[src/rtl/irq_req_pkg.sv]
package irq_req_pkg;
  localparam int SEL_W = 2;
  localparam logic [SEL_W-1:0] SEL_VECTOR = 2'd0;
  localparam logic [SEL_W-1:0] SEL_LEVEL  = 2'd1;
  localparam logic [SEL_W-1:0] SEL_CLEAR  = 2'd2;
  localparam logic [SEL_W-1:0] SEL_FULLEN = 2'd3;

  typedef struct packed {
    logic wrVector;
    logic wrLevel;
    logic wrClear;
    logic wrFullEn;
  } ctrlStrobes_t;
endpackage

[src/rtl/irq_req_datapath.sv]
module irq_req_datapath
  import irq_req_pkg::*;
#(
  parameter int VEC_W   = 8,
  parameter int LEVEL_W = 3
) (
  input  logic               clk,
  input  logic               rstN,
  input  ctrlStrobes_t       strobes,
  input  logic [VEC_W-1:0]   regWrData,
  input  logic               fifoFull,
  input  logic               scanDone,
  output logic [VEC_W-1:0]   vectorReg,
  output logic [LEVEL_W-1:0] levelReg,
  output logic               fullEnReg,
  output logic               scanFlag,
  output logic               fullFlag
);
  always_ff @(posedge clk) begin
    if (!rstN) begin
      vectorReg <= '0;
      levelReg  <= '0;
      fullEnReg <= 1'b0;
      scanFlag  <= 1'b0;
      fullFlag  <= 1'b0;
    end else begin
      if (strobes.wrVector) vectorReg <= regWrData;
      if (strobes.wrLevel)  levelReg  <= regWrData[LEVEL_W-1:0];
      if (strobes.wrFullEn) fullEnReg <= regWrData[0];
      // A new event outranks a clear arriving in the same cycle
      scanFlag <= scanDone | (scanFlag & ~strobes.wrClear);
      // Full level re-sets the flag, so a clear cannot drop it while full
      fullFlag <= fifoFull | (fullFlag & ~strobes.wrClear);
    end
  end
endmodule

[src/rtl/irq_req_ctrl.sv]
module irq_req_ctrl
  import irq_req_pkg::*;
#(
  parameter int LINES   = 7,
  parameter int VEC_W   = 8,
  parameter int LEVEL_W = 3
) (
  input  logic               regWrEn,
  input  logic [SEL_W-1:0]   regSel,
  output ctrlStrobes_t       strobes,
  input  logic [VEC_W-1:0]   vectorReg,
  input  logic [LEVEL_W-1:0] levelReg,
  input  logic               fullEnReg,
  input  logic               scanFlag,
  input  logic               fullFlag,
  output logic [LINES-1:0]   irqLines,
  input  logic               ackValid,
  input  logic [LEVEL_W-1:0] ackLevel,
  output logic               ackHit,
  output logic [VEC_W-1:0]   ackVector
);
  logic reqActive;

  always_comb begin
    strobes.wrVector = regWrEn && (regSel == SEL_VECTOR);
    strobes.wrLevel  = regWrEn && (regSel == SEL_LEVEL);
    strobes.wrClear  = regWrEn && (regSel == SEL_CLEAR);
    strobes.wrFullEn = regWrEn && (regSel == SEL_FULLEN);
  end

  assign reqActive = scanFlag | (fullFlag & fullEnReg);

  for (genvar i = 0; i < LINES; i++) begin : g_line
    assign irqLines[i] = reqActive && (levelReg == LEVEL_W'(i + 1));
  end

  assign ackHit    = ackValid && (levelReg != '0) && (ackLevel == levelReg);
  assign ackVector = ackHit ? vectorReg : '0;
endmodule

[src/rtl/irq_requester.sv]
module irq_requester
  import irq_req_pkg::*;
#(
  parameter int LINES = 7,
  parameter int VEC_W = 8,
  localparam int LEVEL_W = $clog2(LINES + 1)
) (
  input  logic               clk,
  input  logic               rstN,
  input  logic               regWrEn,
  input  logic [SEL_W-1:0]   regSel,
  input  logic [VEC_W-1:0]   regWrData,
  input  logic               fifoFull,
  input  logic               scanDone,
  output logic [LINES-1:0]   irqLines,
  output logic [1:0]         pending,
  input  logic               ackValid,
  input  logic [LEVEL_W-1:0] ackLevel,
  output logic               ackHit,
  output logic [VEC_W-1:0]   ackVector
);
  ctrlStrobes_t       strobes;
  logic [VEC_W-1:0]   vectorReg;
  logic [LEVEL_W-1:0] levelReg;
  logic               fullEnReg, scanFlag, fullFlag;

  irq_req_ctrl #(.LINES(LINES), .VEC_W(VEC_W), .LEVEL_W(LEVEL_W)) u_ctrl (
    .regWrEn(regWrEn), .regSel(regSel), .strobes(strobes),
    .vectorReg(vectorReg), .levelReg(levelReg), .fullEnReg(fullEnReg),
    .scanFlag(scanFlag), .fullFlag(fullFlag), .irqLines(irqLines),
    .ackValid(ackValid), .ackLevel(ackLevel), .ackHit(ackHit), .ackVector(ackVector)
  );

  irq_req_datapath #(.VEC_W(VEC_W), .LEVEL_W(LEVEL_W)) u_dp (
    .clk(clk), .rstN(rstN), .strobes(strobes), .regWrData(regWrData),
    .fifoFull(fifoFull), .scanDone(scanDone), .vectorReg(vectorReg),
    .levelReg(levelReg), .fullEnReg(fullEnReg), .scanFlag(scanFlag), .fullFlag(fullFlag)
  );

  assign pending = {fullFlag, scanFlag};
endmodule

[config.mk]
export PLATFORM = sky130hd
export DESIGN_NAME = irq_requester
export DESIGN_NICKNAME = d
export VERILOG_FILES = /design/src/rtl/irq_req_pkg.sv /design/src/rtl/irq_req_datapath.sv /design/src/rtl/irq_req_ctrl.sv /design/src/rtl/irq_requester.sv
export SDC_FILE = /design/constraint.sdc
export NUM_CORES = 1
export LEC_CHECK = 0
export ABC_CLOCK_PERIOD_IN_PS = 1200
export CORE_ASPECT_RATIO = 1.1
export CORE_UTILIZATION = 39
export DETAILED_ROUTE_END_ITERATION = 10
export PLACE_DENSITY = 0.89
export SLEW_MARGIN = 15
export SYNTH_ARGS = -nofsm -noshare
export SYNTH_HDL_FRONTEND = slang
export SYNTH_SLANG_ARGS = --single-unit
[constraint.sdc]
create_clock -name clk -period 1.2 [get_ports clk]
set_input_delay 0.18 -clock clk [delete_from_list [all_inputs] [get_ports clk]]
set_output_delay 0.18 -clock clk [all_outputs]
set_load 0.01 [all_outputs]
=== After elaboration in Yosys (flattened, before gate mapping) ===
Index checks and enable logic that the tools add are counted.

* Word-level logic and storage cells: 39
* Input port bits: 19
* Output and inout bits: 18
* Register bits: 14

* Eq/ne operators: 11
* Bitwise logic cells: 7
* Multiplexer cells: 1
* Reductions and logical operators: 15

{| class="wikitable"
|+ Operators with widths
! operator !! count
|-
| logical AND 1 bit || 13
|-
| equality test 3 bit (second input constant) || 4
|-
| two-way mux 8 bit || 1
|-
| equality test 3 x 2 -> 1 bit (second input constant) || 2
|-
| equality test 2 bit (second input constant) || 2
|-
| AND 1 bit || 3
|-
| equality test 3 x 1 -> 1 bit (second input constant) || 1
|-
| equality test 3 bit || 1
|-
| bitwise OR 1 bit || 3
|-
| nonzero test 3 bit || 1
|-
| equality test 2 x 1 -> 1 bit (second input constant) || 1
|-
| logical NOT 2 bit || 1
|-
| NOT 1 bit || 1
|}

=== Logic depth before layout (Yosys ltp) ===
* Depth in word-level cells: 5
* Depth in mapped cells: 4
* Mapped depth without buffers: 3

=== Hierarchy ===
From an unflattened synthesis, not the netlist that was laid out.

* Cells, all modules: 87
* Area, all modules: 747.0 µm²

{| class="wikitable"
|+ Modules (own cells, without submodules)
! module !! seq. area each (µm²) !! times used !! area an instance (µm²) !! cells an instance
|-
| irq_req_datapath || 280.3 || 1 || 519.2 || 44
|-
| irq_req_ctrl || 0.0 || 1 || 212.7 || 41
|-
| irq_requester || 0.0 || 1 || 15.0 || 2
|}

=== Worst setup path before layout ===
OpenSTA, ideal clock, no wires.

* Path type: reg-to-output
* Start: register u_dp.levelReg[2]
* End: output port ackVector[0]
* Path buffers: 0
* Arrival time: 1.030 ns
* Cell stages (with the launch flop): 4
* Data required time: 1.020 ns
* Path slack: -0.010 ns
* Cells stage by stage: dfxtp_1 -> xnor2_1 -> nand3_2 -> nor3_1

* Cells in the longest elaborated chain, start to end: 4
* Elaborated cells on any way between the ends: 5
* Those cells by class: eq/ne (1); mux (1); reduce/logical (3)

{| class="wikitable"
|+ RTL lines
! what !! line !! source
|-
| from (decl) || irq_req_datapath.sv:14 || <nowiki>output logic [LEVEL_W-1:0] levelReg,</nowiki>
|-
| from (signal assigned) || irq_req_datapath.sv:28 || <nowiki>if (strobes.wrLevel) levelReg <= regWrData[LEVEL_W-1:0];</nowiki>
|-
| nonzero test 3 bit || irq_req_ctrl.sv:37 || <nowiki>assign ackHit = ackValid && (levelReg != '0) && (ackLevel == levelReg);</nowiki>
|-
| logical AND 1 bit || irq_req_ctrl.sv:37 ||
|-
| logical AND 1 bit * || irq_req_ctrl.sv:37 ||
|-
| two-way mux 8 bit * || irq_req_ctrl.sv:38 || <nowiki>assign ackVector = ackHit ? vectorReg : '0;</nowiki>
|-
| to (decl) || irq_requester.sv:20 || <nowiki>output logic [VEC_W-1:0] ackVector</nowiki>
|}

Mark *: on every way between the ends. The rest lies on a longest branch, timed or not.

=== Worst setup path in the final report ===
* Start: register u_dp.levelReg[2]
* End: output port ackVector[1]

Same word-level chain as after synthesis.

==> results.cfg <==
[cts]
cts.path.max_buffers = 2
htree_levels = 1
cts_buffers = 3
cts_hold_buffers = 0
clk_pin_slew_ps = 90
clockRootBuffer = clkbuf_4
clock_latency_ps = 280
cts_tree = built
clock_sinks = 14

[sta]
fmax_mhz = 605
drv_slew = 0
slew_headroom_pct = 74.4
setup_tns_ps = -5270
worst_slack_ps = -453
post-route-period-util_pct = 138
skew_ps = 0
rsz0062_at_grt = yes
hold_ws_ps = 472
worst_pin_slew_ps = 382
hold_viol = 0
final-setup-viol-count = 16
fin_crit_ps = 1650

[yosys]
yosysSeqAreaShare_pct = 37.5
synth_seq_cells = 14
synth.distinct_cells = 20
synth_nets = 104
avgSynthCellArea_um2 = 8.79
synth-warning-count = 0
synth_cells = 85
syn-cell-area_um2 = 747

[place]
dp_hpwl_um = 1310
portBuffers = 36
postPlaceCellArea_um2 = 1190
gp_congestion = 0.687

[layout]
diodes = 0
fin_util_pct = 80.5
syn2layout_area_growth_pct = 92.0
final_area_um2 = 1430
drive_gt1_share_pct = 50.7
nNetsFinal = 162

[drt]
num_vias = 825
drt_iter0_drc = 20
drt_wl_total_um = 2480
vias_per_cell = 5.16
drc_errors = 3
ant_nets = 0
avgRoutedWirePerCell_um = 15.5
drt_first_pass_iters = 7

[critical_path]
reg2reg_from = u_dp.levelReg[1]
critPathCaptureType = output port
crit_start = u_dp.levelReg[2]
critPathArrivalTime_ps = 1470
rr_endpoint = u_dp.levelReg[1]
reg2reg_depth = 3
r2r_slack_ps = 340
critPathRequiredTime_ps = 1020
crit_fanout = 3
path_class = register to output port
startpoint_type = register

[grt]
overflow = 0
antenna_found_initial = 0
grt_pass1_vias = 777
grt_usage_pct = 23.0
grt_max_degree = 15
grt_pass1_wl_um = 3400

[run_status]
status = finished with violations
violations = design-rule violations, negative setup slack

[floorplan]
die_area_um2 = 2090
coreArea_um2 = 1780
io_pins = 37
core.rowCount = 16
die_w_um = 43.7
die-height_um = 47.9
initial_core_util_pct = 41.9

[pwr]
vdd_ir_drop_max_mv = 0.937
power_mw = 1.12
p_per_area_nw_per_um2 = 782
p_leak_nw = 0.614

[hold_path]
hold_path.class = primary input to register
hp-start = regWrEn
holdPathStages = 5
holdPathEnd = u_dp.fullFlag

[flow_run]
maxCapViolations = 0
[placed cells by master (no fill, tap or decap), types with 3 or more instances in the layout]
master,synthesis,layout
buf_2,0,15
buf_4,2,13
buf_6,1,7
clkbuf_4,0,3
clkdlybuf4s50_1,0,13
dfxtp_1,14,8
dfxtp_2,0,3
dfxtp_4,0,3
dlymetal6s2s_1,0,4
inv_1,8,8
mux2i_1,12,10
nor2b_1,14,14
nor3_2,0,10
[cells in the mapped netlist]
library cell  count  area, µm²
nand3b_1          2       15.0
clkbuf_1          1       3.75
buf_4             2       15.0
nor2b_1          14       87.6
nand2_1           1       3.75
nor3b_2           1       12.5
a21oi_1           3       15.0
nor3_1           12       60.1
inv_1             8       30.0
o21ba_2           1       10.0
or2b_1            1       7.51
nand3_1           1       5.00
nand2b_1          3       18.8
nor2_1            4       15.0
mux2i_1          12        120
nand3_2           1       10.0
buf_6             1       11.3
dfxtp_1          14        280
xnor2_1           2       17.5
o21ai_2           1       8.76
[power breakdown]
part	internal, mW	switching [mW]
clock network	0.185	0.165
logic	0.162	0.113
registers	0.480	0.0172
[routing by layer]
metal / global-route usage [%] / wire (µm) / vias to the layer above
met1: 25.3 / 966 / 381
met3: 3.02 / 117 / 6
met5: 0 / 0 / -
met4: 13.1 / 57 / 0
met2: 43.3 / 1340 / 38
li1: - / - / 400
[worst max-delay path by stage]
| stage | to | slack [ps] | cells past startpoint |
|---|---|---|---|
| final | ackVector[1] | -450 | 5 |
| after global routing | ackVector[1] | -520 | 5 |
| after CTS | ackVector[2] | -430 | 5 |
| after detailed placement | ackVector[4] | -800 | 5 |
| after global placement | ackVector[1] | -770 | 5 |
| after floorplan | ackVector[0] | -10 | 3 |
[kinds of logic (layout without fill, tap and decap cells)]
group,after synthesis,count (layout),share of synthesized area (%)
AOI/OAI and AO/OA,5,5,4.52
buffers and inverters,12,68,8.04
muxes,12,12,16.1
and+or+nand+nor,40,41,31.5
DFF,14,14,37.5
xor gates and xnor gates,2,2,2.35
[registers in the layout, indices dropped and copies added (netlist names)]
| name | count |
|---|---|
| u_dp.vectorReg | 8 |
| u_dp.levelReg | 3 |
| u_dp.scanFlag | 1 |
| u_dp.fullEnReg | 1 |
| u_dp.fullFlag | 1 |
[stage by stage]
step,worst slack [ps],cells
floorplan,-9.77,85
global placement,-766,147
detailed placement,-798,147
CTS,-428,157
global route,-519,160
finish,-453,160
[critical path, stage by stage (launching register included)]
cell and delay [ps]:
dfxtp_4 380, xnor2_4 190, nand3_2 120, buf_4 160, nor3_2 190, buf_2 160
[area by class of cell]
class / instances / area [µm²]
tap: 18 / 22.5
clock buffer: 4 / 36.3
sequential: 14 / 295
timing repair buffer: 56 / 472
fill: 110 / 348
multi-input combinational: 60 / 578
inverter: 8 / 30.0
[timing repair]
item,CTS,global route
pin swaps,10,9
cloned,2,0
buffers inserted,4,3
resized for setup,91,27
setup endpoints to repair,18,21
Power figures use the tool's default switching activity.
